[src/rtl/gtmr_pkg.sv]
package gtmr_pkg;
  localparam int unsigned ADDR_W = 2;
  localparam logic [ADDR_W-1:0] A_PRELOAD = 2'd0;
  localparam logic [ADDR_W-1:0] A_COUNT   = 2'd1;
  localparam logic [ADDR_W-1:0] A_CTRL    = 2'd2;

  typedef enum logic [1:0] {
    FAST_OFF = 2'b00,
    FAST_ON  = 2'b01,
    FAST_PLL = 2'b10,
    FAST_EXT = 2'b11
  } fast_src_e;

  typedef enum logic [2:0] {
    SLOW_RTC  = 3'b000,
    SLOW_64HZ = 3'b001,
    SLOW_16HZ = 3'b010,
    SLOW_2HZ  = 3'b011,
    SLOW_ON   = 3'b100
  } slow_src_e;
endpackage

[src/rtl/gtmr_tick_sel.sv]
module gtmr_tick_sel
  import gtmr_pkg::*;
(
  input  logic [1:0] fast_sel,
  input  logic [2:0] slow_sel,
  input  logic       pll_stb,
  input  logic       ext_stb,
  input  logic       rtc_stb,
  input  logic       hz64_stb,
  input  logic       hz16_stb,
  input  logic       hz2_stb,
  output logic       tick
);
  logic fast_en, slow_en;

  always_comb begin
    unique case (fast_src_e'(fast_sel))
      FAST_OFF: fast_en = 1'b0;
      FAST_ON:  fast_en = 1'b1;
      FAST_PLL: fast_en = pll_stb;
      default:  fast_en = ext_stb;
    endcase
  end

  always_comb begin
    case (slow_sel)
      SLOW_RTC:  slow_en = rtc_stb;
      SLOW_64HZ: slow_en = hz64_stb;
      SLOW_16HZ: slow_en = hz16_stb;
      SLOW_2HZ:  slow_en = hz2_stb;
      default:   slow_en = 1'b1;
    endcase
  end

  assign tick = fast_en & slow_en;
endmodule

[src/rtl/gtmr_counter.sv]
module gtmr_counter #(
  parameter int unsigned CNT_W = 16
) (
  input  logic             clk,
  input  logic             rst,
  input  logic             tick,
  input  logic             load,
  input  logic [CNT_W-1:0] preload,
  output logic [CNT_W-1:0] count,
  output logic             wrap
);
  localparam logic [CNT_W-1:0] TOP = {CNT_W{1'b1}};

  always_ff @(posedge clk) begin
    if (rst) begin
      count <= '0;
      wrap  <= 1'b0;
    end else begin
      wrap <= 1'b0;
      if (load) begin
        count <= preload;
      end else if (tick) begin
        if (count == TOP) begin
          count <= preload;
          wrap  <= 1'b1;
        end else begin
          count <= count + 1'b1;
        end
      end
    end
  end

  AST_STEP_UP: assert property (@(posedge clk) disable iff (rst)
    (tick && !load && count != TOP) |=> (count == $past(count) + 1'b1));
  AST_HOLD_IDLE: assert property (@(posedge clk) disable iff (rst)
    (!tick && !load) |=> $stable(count));
  AST_WRAP_RELOAD: assert property (@(posedge clk) disable iff (rst)
    (tick && !load && count == TOP) |=> (wrap && count == $past(preload)));
  AST_LOAD_WINS: assert property (@(posedge clk) disable iff (rst)
    load |=> (!wrap && count == $past(preload)));
endmodule

[src/rtl/gtmr_pwm.sv]
module gtmr_pwm #(
  parameter int unsigned PH_W     = 4,
  parameter int unsigned MAX_DUTY = 14
) (
  input  logic            clk,
  input  logic            rst,
  input  logic            step,
  input  logic [PH_W-1:0] duty,
  output logic            pwm
);
  logic [PH_W-1:0] phase, phase_nx;
  logic            duty_ok;

  assign duty_ok  = (duty != '0) && (duty <= PH_W'(MAX_DUTY));
  assign phase_nx = step ? phase + 1'b1 : phase;

  always_ff @(posedge clk) begin
    if (rst) begin
      phase <= '0;
      pwm   <= 1'b0;
    end else begin
      phase <= phase_nx;
      pwm   <= duty_ok && (phase_nx < duty);
    end
  end

  AST_PWM_OFF: assert property (@(posedge clk) disable iff (rst)
    !duty_ok |=> !pwm);
  AST_PHASE_HOLD: assert property (@(posedge clk) disable iff (rst)
    !step |=> $stable(phase));
endmodule

[src/rtl/gated_reload_timer.sv]
module gated_reload_timer
  import gtmr_pkg::*;
#(
  parameter int unsigned CNT_W    = 16,
  parameter int unsigned PH_W     = 4,
  parameter int unsigned MAX_DUTY = 14
) (
  input  logic              clk,
  input  logic              rst,
  input  logic              bus_we,
  input  logic [ADDR_W-1:0] bus_addr,
  input  logic [CNT_W-1:0]  bus_wdata,
  output logic [CNT_W-1:0]  rd_data,
  input  logic              pll_stb,
  input  logic              ext_stb,
  input  logic              rtc_stb,
  input  logic              hz64_stb,
  input  logic              hz16_stb,
  input  logic              hz2_stb,
  output logic              irq,
  output logic              timeout,
  output logic              pwm_out
);
  localparam int unsigned SEL_W  = 5;
  localparam int unsigned DUTY_LO = 8;

  logic [CNT_W-1:0] preload_q;
  logic [SEL_W-1:0] sel_q;
  logic [PH_W-1:0]  duty_q;
  logic [CNT_W-1:0] cnt_val;
  logic             cnt_load, tick, wrap;
  logic [CNT_W-1:0] ctrl_view;

  assign cnt_load = bus_we && (bus_addr == A_COUNT);

  always_ff @(posedge clk) begin
    if (rst) begin
      preload_q <= '0;
      sel_q     <= '0;
      duty_q    <= '0;
    end else if (bus_we) begin
      if (bus_addr == A_PRELOAD) preload_q <= bus_wdata;
      if (bus_addr == A_CTRL) begin
        sel_q  <= bus_wdata[SEL_W-1:0];
        duty_q <= bus_wdata[DUTY_LO +: PH_W];
      end
    end
  end

  always_comb begin
    ctrl_view = '0;
    ctrl_view[SEL_W-1:0]       = sel_q;
    ctrl_view[DUTY_LO +: PH_W] = duty_q;
  end

  always_ff @(posedge clk) begin
    if (rst) rd_data <= '0;
    else begin
      case (bus_addr)
        A_PRELOAD: rd_data <= preload_q;
        A_COUNT:   rd_data <= cnt_val;
        A_CTRL:    rd_data <= ctrl_view;
        default:   rd_data <= '0;
      endcase
    end
  end

  gtmr_tick_sel u_sel (
    .fast_sel (sel_q[4:3]),
    .slow_sel (sel_q[2:0]),
    .pll_stb  (pll_stb),
    .ext_stb  (ext_stb),
    .rtc_stb  (rtc_stb),
    .hz64_stb (hz64_stb),
    .hz16_stb (hz16_stb),
    .hz2_stb  (hz2_stb),
    .tick     (tick)
  );

  gtmr_counter #(.CNT_W(CNT_W)) u_cnt (
    .clk     (clk),
    .rst     (rst),
    .tick    (tick),
    .load    (cnt_load),
    .preload (preload_q),
    .count   (cnt_val),
    .wrap    (wrap)
  );

  gtmr_pwm #(.PH_W(PH_W), .MAX_DUTY(MAX_DUTY)) u_pwm (
    .clk  (clk),
    .rst  (rst),
    .step (wrap),
    .duty (duty_q),
    .pwm  (pwm_out)
  );

  assign irq     = wrap;
  assign timeout = wrap;

  AST_FAST_OFF_STOPS: assert property (@(posedge clk) disable iff (rst)
    (sel_q[4:3] == 2'b00 && !cnt_load) |=> $stable(cnt_val));
  AST_SLOW_GATES: assert property (@(posedge clk) disable iff (rst)
    (sel_q[2:0] == 3'b001 && !hz64_stb && !cnt_load) |=> $stable(cnt_val));
  AST_LOAD_TAKES: assert property (@(posedge clk) disable iff (rst)
    cnt_load |=> (cnt_val == $past(preload_q) && !irq));
endmodule

[config.mk]
export PLATFORM = sky130hd
export DESIGN_NAME = gated_reload_timer
export DESIGN_NICKNAME = d
export VERILOG_FILES = /design/src/rtl/gtmr_pkg.sv /design/src/rtl/gtmr_tick_sel.sv /design/src/rtl/gtmr_counter.sv /design/src/rtl/gtmr_pwm.sv /design/src/rtl/gated_reload_timer.sv
export SDC_FILE = /design/constraint.sdc
export NUM_CORES = 1
export LEC_CHECK = 0
export ABC_CLOCK_PERIOD_IN_PS = 2400
export BUFFER_PORTS_ARGS = -buffer_cell sky130_fd_sc_hd__buf_4
export CAP_MARGIN = 20
export CORE_UTILIZATION = 50
export CTS_BUF_LIST = sky130_fd_sc_hd__clkbuf_4 sky130_fd_sc_hd__clkbuf_8
export CTS_CLUSTER_DIAMETER = 60
export DETAILED_ROUTE_END_ITERATION = 16
export PLACE_DENSITY_LB_ADDON = 0.12
export SETUP_SLACK_MARGIN = 0.15
export SYNTH_ARGS = -nofsm -noshare
export SYNTH_HDL_FRONTEND = slang
export SYNTH_SLANG_ARGS = --single-unit
[constraint.sdc]
create_clock -name clk -period 2.4 [get_ports clk]
set_input_delay 0.48 -clock clk [delete_from_list [all_inputs] [get_ports clk]]
set_output_delay 0.48 -clock clk [all_outputs]
set_load 0.02 [all_outputs]
### Yosys cells after proc, flatten, opt, wreduce, memory -nomap -nowiden

Index checks and enable logic that the tools add are counted.

* register bits after elaboration: 63
* latch bits: 0
* RAM bits: 0
* ROM bits: 0
* bits of input ports: 27
* output and inout bits: 19
* logic and storage cells: 41
* memories kept: 0

* add/subtract/negate cells: 2
* multipliers: 0
* div/mod/pow operators: 0
* $lt $le $gt $ge: 2
* equal/unequal tests: 8
* shift operators: 0
* multiplexer cells: 8
* bitwise operators: 2
* reductions and logical operators: 11

Operators with widths (number)
* two-way mux 16 bit: 3
* case mux 16 bit (3 select lines): 1
* adder 16 x 1 -> 16 bit, second input constant: 1
* equality test 16 bit, second input constant: 1
* equality test 3 x 2 -> 1 bit, second input constant: 2
* adder 4 x 1 -> 4 bit, second input constant: 1
* equality test 2 x 1 -> 1 bit, second input constant: 2
* equality test 2 bit, second input constant: 2
* <= comparator 4 bit, second input constant: 1
* zero test 2 bit: 2
* < comparator 4 bit: 1
* two-way mux 4 bit: 1
* case mux 1 bit (4 select lines): 1
* AND reduction 2 bit: 2
* nonzero test 4 bit: 1
* equality test 3 x 1 -> 1 bit, second input constant: 1
* logical AND 1 bit: 3
* zero test 3 bit: 1
* case mux 1 bit (3 select lines): 1
* OR reduction 3 bit: 1
* nonzero test 2 bit: 1
* AND 1 bit: 1
* two-way mux 1 bit: 1
* NOT 1 bit: 1

### Depth between registers and ports, before layout

Gate-level depths: netlist of run 1.

* depth in word-level cells: 5
* gate-level depth with buffers: 7
* mapped depth without buffers: 7

### Modules after synthesis

Synthesis of run 1 repeated with hierarchy kept, for this count alone.

* cells, all modules: 346
* area total of the unflattened synthesis: 3015.4 sq um

By module, submodules not included
* gated_reload_timer: times used 1, cells an instance 188, area an instance 1635.3 sq um, sequential area each 820.8 sq um
* gtmr_counter: times used 1, cells an instance 120, area an instance 1022.2 sq um, sequential area each 340.3 sq um
* gtmr_pwm: times used 1, cells an instance 30, area an instance 294.0 sq um, sequential area each 100.1 sq um
* gtmr_tick_sel: times used 1, cells an instance 8, area an instance 63.8 sq um, sequential area each 0.0 sq um

### Least setup slack after synthesis of run 1

OpenSTA, ideal clock, no wires.

* path kind: register -> register
* start point: register u_cnt.wrap
* end point: register u_pwm.pwm
* library setup time: 115 ps
* arrival: 1772 ps
* data required time: 2285 ps
* setup slack: 513 ps
* stages on the path, launching flop included: 7
* path buffers: 0
* clock period less this slack: 1887 ps
* cells stage by stage: dfxtp_1 > mux2_2 > ha_1 > a21boi_0 > o21ai_0 > nand2b_1 > a2111oi_0

* word-level cells in the longest chain between the ends: 3

Ends and longest elaborated chain
* start, declared: line gtmr_counter.sv:10 `output logic wrap`
* start signal, assigned: line gtmr_counter.sv:17 `wrap <= 1'b0;`
* start signal, assigned: line gtmr_counter.sv:19 `wrap <= 1'b0;`
* start signal, assigned: line gtmr_counter.sv:25 `wrap <= 1'b1;`
* two-way mux 4 bit: line gtmr_pwm.sv:15 `assign phase_nx = step ? phase + 1'b1 : phase;`
* net u_pwm.phase_nx[1]: line gtmr_pwm.sv:11 `logic [PH_W-1:0] phase, phase_nx;`
* < comparator 4 bit: line gtmr_pwm.sv:23 `pwm <= duty_ok && (phase_nx < duty);`
* logical AND 1 bit: line gtmr_pwm.sv:23
* end signal, assigned: line gtmr_pwm.sv:23
* end, declared: line gtmr_pwm.sv:9 `output logic pwm`

The timed path passes the listed nets, and every way through them passes these cells.
A chain may end at the register's enable or synchronous reset.

### Final worst setup path of run 1

* start point: register u_cnt.count[0]
* end point: register u_cnt.count[15]

* word-level cells in the longest chain between the ends: 4
* elaborated cells between the ends (all ways): 5
* those cells by class: 1 x add/sub; 1 x eq/ne; 3 x mux

Ends and longest elaborated chain
* start, declared: line gtmr_counter.sv:9 `output logic [CNT_W-1:0] count,`
* start signal, assigned: line gtmr_counter.sv:21 `count <= preload;`
* start signal, assigned: line gtmr_counter.sv:24 `count <= preload;`
* start signal, assigned: line gtmr_counter.sv:27 `count <= count + 1'b1;`
* adder 16 x 1 -> 16 bit / equality test 16 bit (equally long branches): line gtmr_counter.sv:27, gtmr_counter.sv:23
* two-way mux 16 bit *: line gtmr_counter.sv:23 `if (count == TOP) begin`
* two-way mux 16 bit *: line gtmr_counter.sv:22 `end else if (tick) begin`
* two-way mux 16 bit *: line gtmr_counter.sv:20 `if (load) begin`

Mark *: on every way between the ends. The rest lies on a longest branch, timed or not. The select of a mux whose other input is x is not followed.

==> flow_metrics.py, run 1 <==
metrics = {
    "synthesis": {
        "syn_area_per_cell_sq_um": 8.44,
        "synth_seq_cells": 63,
        "yosysSeqAreaShare_pct": 41.0,
        "synth_top_cell_area_share_pct": 41.0,
        "synth_most_common_cell": "dfxtp_1",
        "ys_warn_count": 0,
        "synth_area_leaders": "dfxtp_1 41%, a21oi_1 7.8%, mux2i_1 7.2%",
        "synthCells": 365,
        "synthArstFlopShare_pct": 0,
        "yosysTopAreaCell": "dfxtp_1",
        "syn-cell-area_sq_um": 3080,
        "ys_top_cells_by_count": "63 x dfxtp_1, 55 x nand2_1, 48 x a21oi_1",
        "yosys_most_used_dff": "dfxtp_1",
        "yosys.cell_types.count": 50,
        "syn_nets": 397,
        "synth-edff-count": 0,
    },
    "grt": {
        "grt_pass1_wl_microns": 11600,
        "grtUsageMet1_pct": 33.3,
        "grt_pass1_vias": 2394,
        "antenna_found_initial": 0,
        "met2_usage_pct": 36.1,
        "grt_busiest_layer": "met2",
        "grtUsageMet3_pct": 4.09,
        "groute.usage.overall_pct": 23.9,
        "grt_overflow": 0,
        "grt_max_degree": 59,
    },
    "sta": {
        "rsz0062_at_grt": "false",
        "tightest_slew_ps": 597,
        "finalMaxSlewViolations": 0,
        "finalHoldViolCount": 0,
        "fmax_mhz": 489,
        "clock_skew_ps": 7.53,
        "fin_tns_setup_ps": 0,
        "max_slew_margin_pct": 60.2,
        "setup_viol": 0,
        "fin_crit_sh_pct": 85.2,
        "worst_slack_ps": 355,
        "finalCriticalPeriod_ps": 2050,
    },
    "critical_path": {
        "worstSetupStartpointType": "flip-flop",
        "critPathKind": "reg -> reg",
        "timing.rr.start": "u_cnt.count[0]$_SDFFE_PP0P_",
        "worst_setup_path_end_kind": "flip-flop",
        "crit_arrival_ps": 2250,
        "ff2ff_path_depth": 6,
        "crit_fanout": 15,
        "r2r-end": "u_cnt.count[15]$_SDFFE_PP0P_",
        "cp.required_ps": 2600,
        "startpoint": "u_cnt.count[0]$_SDFFE_PP0P_",
        "r2r_slack_ps": 350,
    },
    "routing": {
        "dr.pass1.iters": 4,
        "drc": 0,
        "wire_per_inst_microns": 14.7,
        "antenna_left": 0,
        "first_iter_violations": 175,
        "vias_per_cell": 5.51,
        "drt_wl_total_microns": 7100,
        "vias": 2660,
    },
    "finish": {
        "fin_area_sq_um": 3680,
        "diodes": 0,
        "multi_input_area_sq_um": 1650,
        "final_layout_size_suffix_gt1_share_pct": 21.8,
        "nets": 435,
        "fillers": 551,
        "synthToLayoutAreaGrowth_pct": 19.5,
        "seq_area_sq_um": 1260,
    },
    "run": {
        "maxCapViolations": 0,
    },
    "die": {
        "ios": 46,
        "die_h_microns": 80.5,
        "die_area_sq_um": 6480,
        "row_count": 28,
        "die_x_microns": 80.5,
        "core_area_sq_um": 5920,
        "initial_core_util_pct": 52.0,
    },
    "cts": {
        "clkTransAtPathRegs_ps": 70,
        "cts_root_buf": "clkbuf_8",
        "ctsResizeCount": 0,
        "clk_latency_ps": 340,
        "ctsHoldBuffers": 0,
        "cts.sinks": 63,
        "cts_tree": "yes",
        "clk_path_buf_depth": 2,
        "numCtsBuffers": 9,
        "postCtsSetupBuffers": 0,
        "htree_levels": 3,
    },
    "power_and_ir_drop": {
        "powerDensity_nw_per_um2": 635,
        "irDropWorstVdd_mv": 0.341,
        "leakage_nw": 1.40,
    },
    "placement": {
        "portBuffers": 45,
        "placed_cell_area_sq_um": 3450,
        "post-place-ws_ps": 307,
        "dp_hpwl_microns": 4970,
        "place_congestion": 0.877,
    },
    "worst_hold_path": {
        "hold_depth": 3,
        "worstHoldStart": "bus_wdata[13]",
        "min_to": "preload_q[13]$_SDFFE_PP0P_",
        "worst_hold_path_type": "in -> reg",
    },
    "status": {
        "status": "complete, no violations",
    },
}
state kept, by name (all words and copies together) (netlist names):
| register | flops |
|---|---|
| duty_q | 4 |
| u_pwm.pwm | 1 |
| u_cnt.wrap | 1 |
| sel_q | 5 |
| rd_data | 16 |
| u_pwm.phase | 4 |
| preload_q | 16 |
| u_cnt.count | 16 |
final cells by class:
| cell class | instances | share of cell area [%] |
|---|---|---|
| Sequential cell | 63 | 34.3 |
| Inverter | 15 | 1.53 |
| Tap cell | 75 | 2.55 |
| Clock inverter | 3 | 1.77 |
| Timing Repair Buffer | 52 | 10.6 |
| Multi-Input combinational cell | 262 | 44.7 |
| Clock buffer | 13 | 4.52 |
worst max-delay path by stage:
stage | end | slack [ps] | cells after the start
final | u_cnt.count[15]$_SDFFE_PP0P_ | 350 | 6
after global routing | u_cnt.count[15]$_SDFFE_PP0P_ | 160 | 6
after CTS | u_cnt.count[15]$_SDFFE_PP0P_ | 330 | 6
after global placement | u_cnt.count[15]$_SDFFE_PP0P_ | 440 | 5
after floorplan | u_pwm.pwm$_SDFF_PP0_ | 510 | 6
after detailed placement | u_cnt.count[4]$_SDFFE_PP0P_ | 310 | 6
power breakdown:
part	switching [mW]	internal, mW
logic	0.110	0.0782
clock network	0.400	0.664
registers	0.0193	1.07
worst max-delay path: stages, from the launching register on:
cell and delay (ps):
dfxtp_1 440, ha_1 240, nand3_1 190, nor4b_4 510, nor2_4 190, mux2i_1 230, o32ai_2 110
placed cells by master, fill, tap and decap left out, drive strengths merged, types with 2 or more instances in the layout:
cell | netlist | layout
and4 | 2 | 2
nor3 | 2 | 2
clkbuf | 16 | 13
a21oi | 54 | 54
and3b | 2 | 2
o32ai | 10 | 10
or4 | 4 | 4
nand3 | 14 | 14
nand3b | 4 | 4
o21ai | 8 | 8
nor2b | 4 | 4
nand4 | 8 | 8
or3 | 2 | 2
nor2 | 32 | 32
dfxtp | 63 | 63
ha | 5 | 5
and3 | 2 | 2
or2 | 3 | 3
nor4 | 5 | 5
a31oi | 2 | 2
nand2b | 3 | 3
nor4b | 2 | 2
nand2 | 55 | 55
inv | 15 | 15
xnor2 | 3 | 3
mux2i | 22 | 22
o31a | 2 | 2
bufinv | 0 | 2
buf | 9 | 52
metal layers:
metal  part of all wire (%)  wire length, microns
met2                     46                  3240
met4                    1.4                    97
met3                    4.7                   334
met5                      0                     0
met1                     48                  3420
logic make-up after synthesis:
logic type	Yosys count	synth area share [%]
simple gates	147	24.1
compound gates	83	18.5
mux	23	7.52
buf+inv	40	5.73
fa+ha+maj	5	2.03
xor+xnor	4	1.14
flops	63	41.0
stage by stage:
| stage | utilization [%] | cells | hold WS [ps] | power [mW] |
|---|---|---|---|---|
| after floorplan | - | 365 | 445 | 1.22 |
| final | 62.2 | 483 | 391 | 2.34 |
| after global routing | 62.2 | 483 | 399 | 2.42 |
| after CTS | 62.2 | 483 | 380 | 2.35 |
| after detailed placement | 58.2 | 467 | 465 | 1.30 |
| after global placement | 58.2 | 467 | 461 | 1.29 |
Power figures use the tool's default switching activity.
==> run 2: changes to the inputs <==
CTS_BUF_LIST = sky130_fd_sc_hd__clkbuf_16   (was sky130_fd_sc_hd__clkbuf_4 sky130_fd_sc_hd__clkbuf_8)
==> run 2 against run 1 <==
Largest cell class unchanged. Non-clock buffer count unchanged. Combinational power about the same. Power grew 11%. Utilization grew 1.2 points. Sequential share of layout area down 0.67 points. Count of clock-buffer cells in the layout is 4 lower. Via count up 0.45%. Clock skew down 2.1 ps. Cell count unchanged. Global-route usage increased by 0.26 points. Worst hold slack improved by 16 ps.
==> flow_metrics.py, run 2 (synthesis gave the netlist of run 1 again) <==
metrics = {
    "status": {
        "status": "complete, no violations",
    },
    "power_and_ir_drop": {
        "irDropWorstVdd_mv": 0.492,
        "switchingPower_mw": 0.565,
        "p_comb_share_pct": 7.3,
        "leakage_nw": 1.44,
        "clockPowerShare_pct": 50.9,
        "powerDensity_nw_per_um2": 693,
        "seq_power_share_pct": 41.8,
        "power_mw": 2.60,
        "intPower_mw": 2.04,
        "switching_share_pct": 21.7,
    },
    "sta": {
        "finalCriticalPeriod_ps": 2080,
        "clock_skew_ps": 5.47,
        "fin_tns_setup_ps": 0,
        "fmax_mhz": 480,
        "max_slew_margin_pct": 59.0,
        "finalHoldViolCount": 0,
        "fin_crit_sh_pct": 86.8,
        "hold_slack_ps": 408,
        "tightest_slew_ps": 615,
        "finalMaxSlewViolations": 0,
        "setup_viol": 0,
        "rsz0062_at_grt": "false",
    },
    "critical_path": {
        "cp_slowest_cell": "nor4b_4",
        "r2r_slack_ps": 320,
        "crit_fanout": 15,
        "worst_setup_path_end_kind": "flip-flop",
        "worstSetupStartpointType": "flip-flop",
        "critPathTopFamily": "simple AND/OR/NAND/NOR gates",
        "crit_arrival_ps": 2270,
        "critPathKind": "reg -> reg",
        "cp_slowest_stage_delay_ps": 530,
        "worst-path-buf-inv": 0,
        "timing.rr.start": "u_cnt.count[0]$_SDFFE_PP0P_",
        "r2r-end": "u_cnt.count[15]$_SDFFE_PP0P_",
        "path_cells": "ha_1 -> nand3_1 -> nor4b_4 -> nor2_4 -> mux2i_1 -> o32ai_2",
        "ff2ff_path_depth": 6,
        "cp.required_ps": 2580,
    },
    "finish": {
        "diodes": 0,
        "fin_area_sq_um": 3750,
        "layout_common_cells": "63 x dfxtp_1, 55 x nand2_1, 52 x buf_4, 48 x a21oi_1, 31 x nor2_1",
        "finalNonFillerCells": 483,
        "final_layout_size_suffix_gt1_share_pct": 20.8,
        "mostFrequentLayoutCell": "dfxtp_1",
        "nets": 435,
        "largestRegisters": "preload_q x16, rd_data x16, u_cnt.count x16",
        "synthToLayoutAreaGrowth_pct": 21.9,
    },
    "grt": {
        "grt_max_degree": 59,
        "grt_overflow": 0,
        "grt_pass1_vias": 2423,
        "antenna_found_initial": 0,
        "groute.usage.overall_pct": 24.2,
        "grt_pass1_wl_microns": 11700,
    },
    "die": {
        "die_x_microns": 80.5,
        "initial_core_util_pct": 52.0,
        "die_area_sq_um": 6480,
        "core_area_sq_um": 5920,
        "ios": 46,
        "die_h_microns": 80.5,
        "row_count": 28,
    },
    "cts": {
        "cts.sinks": 63,
        "postCtsSetupBuffers": 0,
        "clk_latency_ps": 320,
        "numCtsBuffers": 9,
        "clkTransAtPathRegs_ps": 50,
        "ctsResizeCount": 0,
        "clk_path_buf_depth": 2,
        "cts_tree": "yes",
        "ctsHoldBuffers": 0,
        "cts_root_buf": "clkbuf_16",
        "htree_levels": 3,
    },
    "placement": {
        "portBuffers": 45,
        "numPlacedInstances": 467,
        "dp_hpwl_microns": 4970,
        "placed_cell_area_sq_um": 3450,
        "place_congestion": 0.877,
    },
    "routing": {
        "first_iter_violations": 195,
        "vias_per_cell": 5.53,
        "vias": 2672,
        "drt_wl_total_microns": 7160,
        "antenna_left": 0,
        "wire_per_inst_microns": 14.8,
        "dr.pass1.iters": 4,
        "drc": 0,
    },
    "worst_hold_path": {
        "hold_depth": 3,
        "worst_hold_path_type": "in -> reg",
        "worstHoldStart": "bus_wdata[5]",
        "min_to": "preload_q[5]$_SDFFE_PP0P_",
    },
    "run": {
        "maxCapViolations": 0,
    },
}
## run 2: per-layer routing
metal  up-vias  wire, microns  GRT usage, %
met4         0            102          11.1
met2        59           3290          36.9
met3         7            289          4.43
li1       1369              -             -
met1      1237           3470          32.8
met5         -              0             0
## run 2: per-stage QoR
step	setup slack (ps)	util (%)
after global routing	152	63.4
after CTS	326	63.4
after floorplan	513	-
final	317	63.4
after detailed placement	307	58.2
after global placement	437	58.2
## run 2: worst min-delay path: cells and delay by family
kind / cells / cell delay (ps)
simple gates: 1 / 50
compound gates: 1 / 50
buf+inv: 1 / 110
## run 2: cell type report
cell class / count / area, sq um
clock buffer: 9 / 225
sequential: 63 / 1260
inverter: 15 / 56.3
multi-input combinational: 262 / 1650
clock inverter: 7 / 80.1
fill: 536 / 2170
tap: 75 / 93.8
timing repair buffer: 52 / 390
## run 2: power by group through the flow
stage	clock (mW)	sequential, mW	combinational [mW]
6_report	1.33	1.09	0.189
5_1_grt	1.39	1.09	0.210
4_1_cts	1.35	1.09	0.190
3_5_place_dp	0	1.11	0.189
3_3_place_gp	0	1.11	0.186
2_1_floorplan	0	1.11	0.116
## run 2: how the worst max path moves through the flow
stage	startpoint	to	slack, ps	cells after the start
after global routing	u_cnt.count[0]$_SDFFE_PP0P_	u_cnt.count[15]$_SDFFE_PP0P_	150	6
after global placement	bus_we	u_cnt.count[15]$_SDFFE_PP0P_	440	5
after CTS	u_cnt.count[0]$_SDFFE_PP0P_	u_cnt.count[15]$_SDFFE_PP0P_	330	6
final	u_cnt.count[0]$_SDFFE_PP0P_	u_cnt.count[15]$_SDFFE_PP0P_	320	6
after detailed placement	bus_addr[1]	u_cnt.count[4]$_SDFFE_PP0P_	310	6
after floorplan	u_cnt.wrap$_SDFF_PP0_	u_pwm.pwm$_SDFF_PP0_	510	6
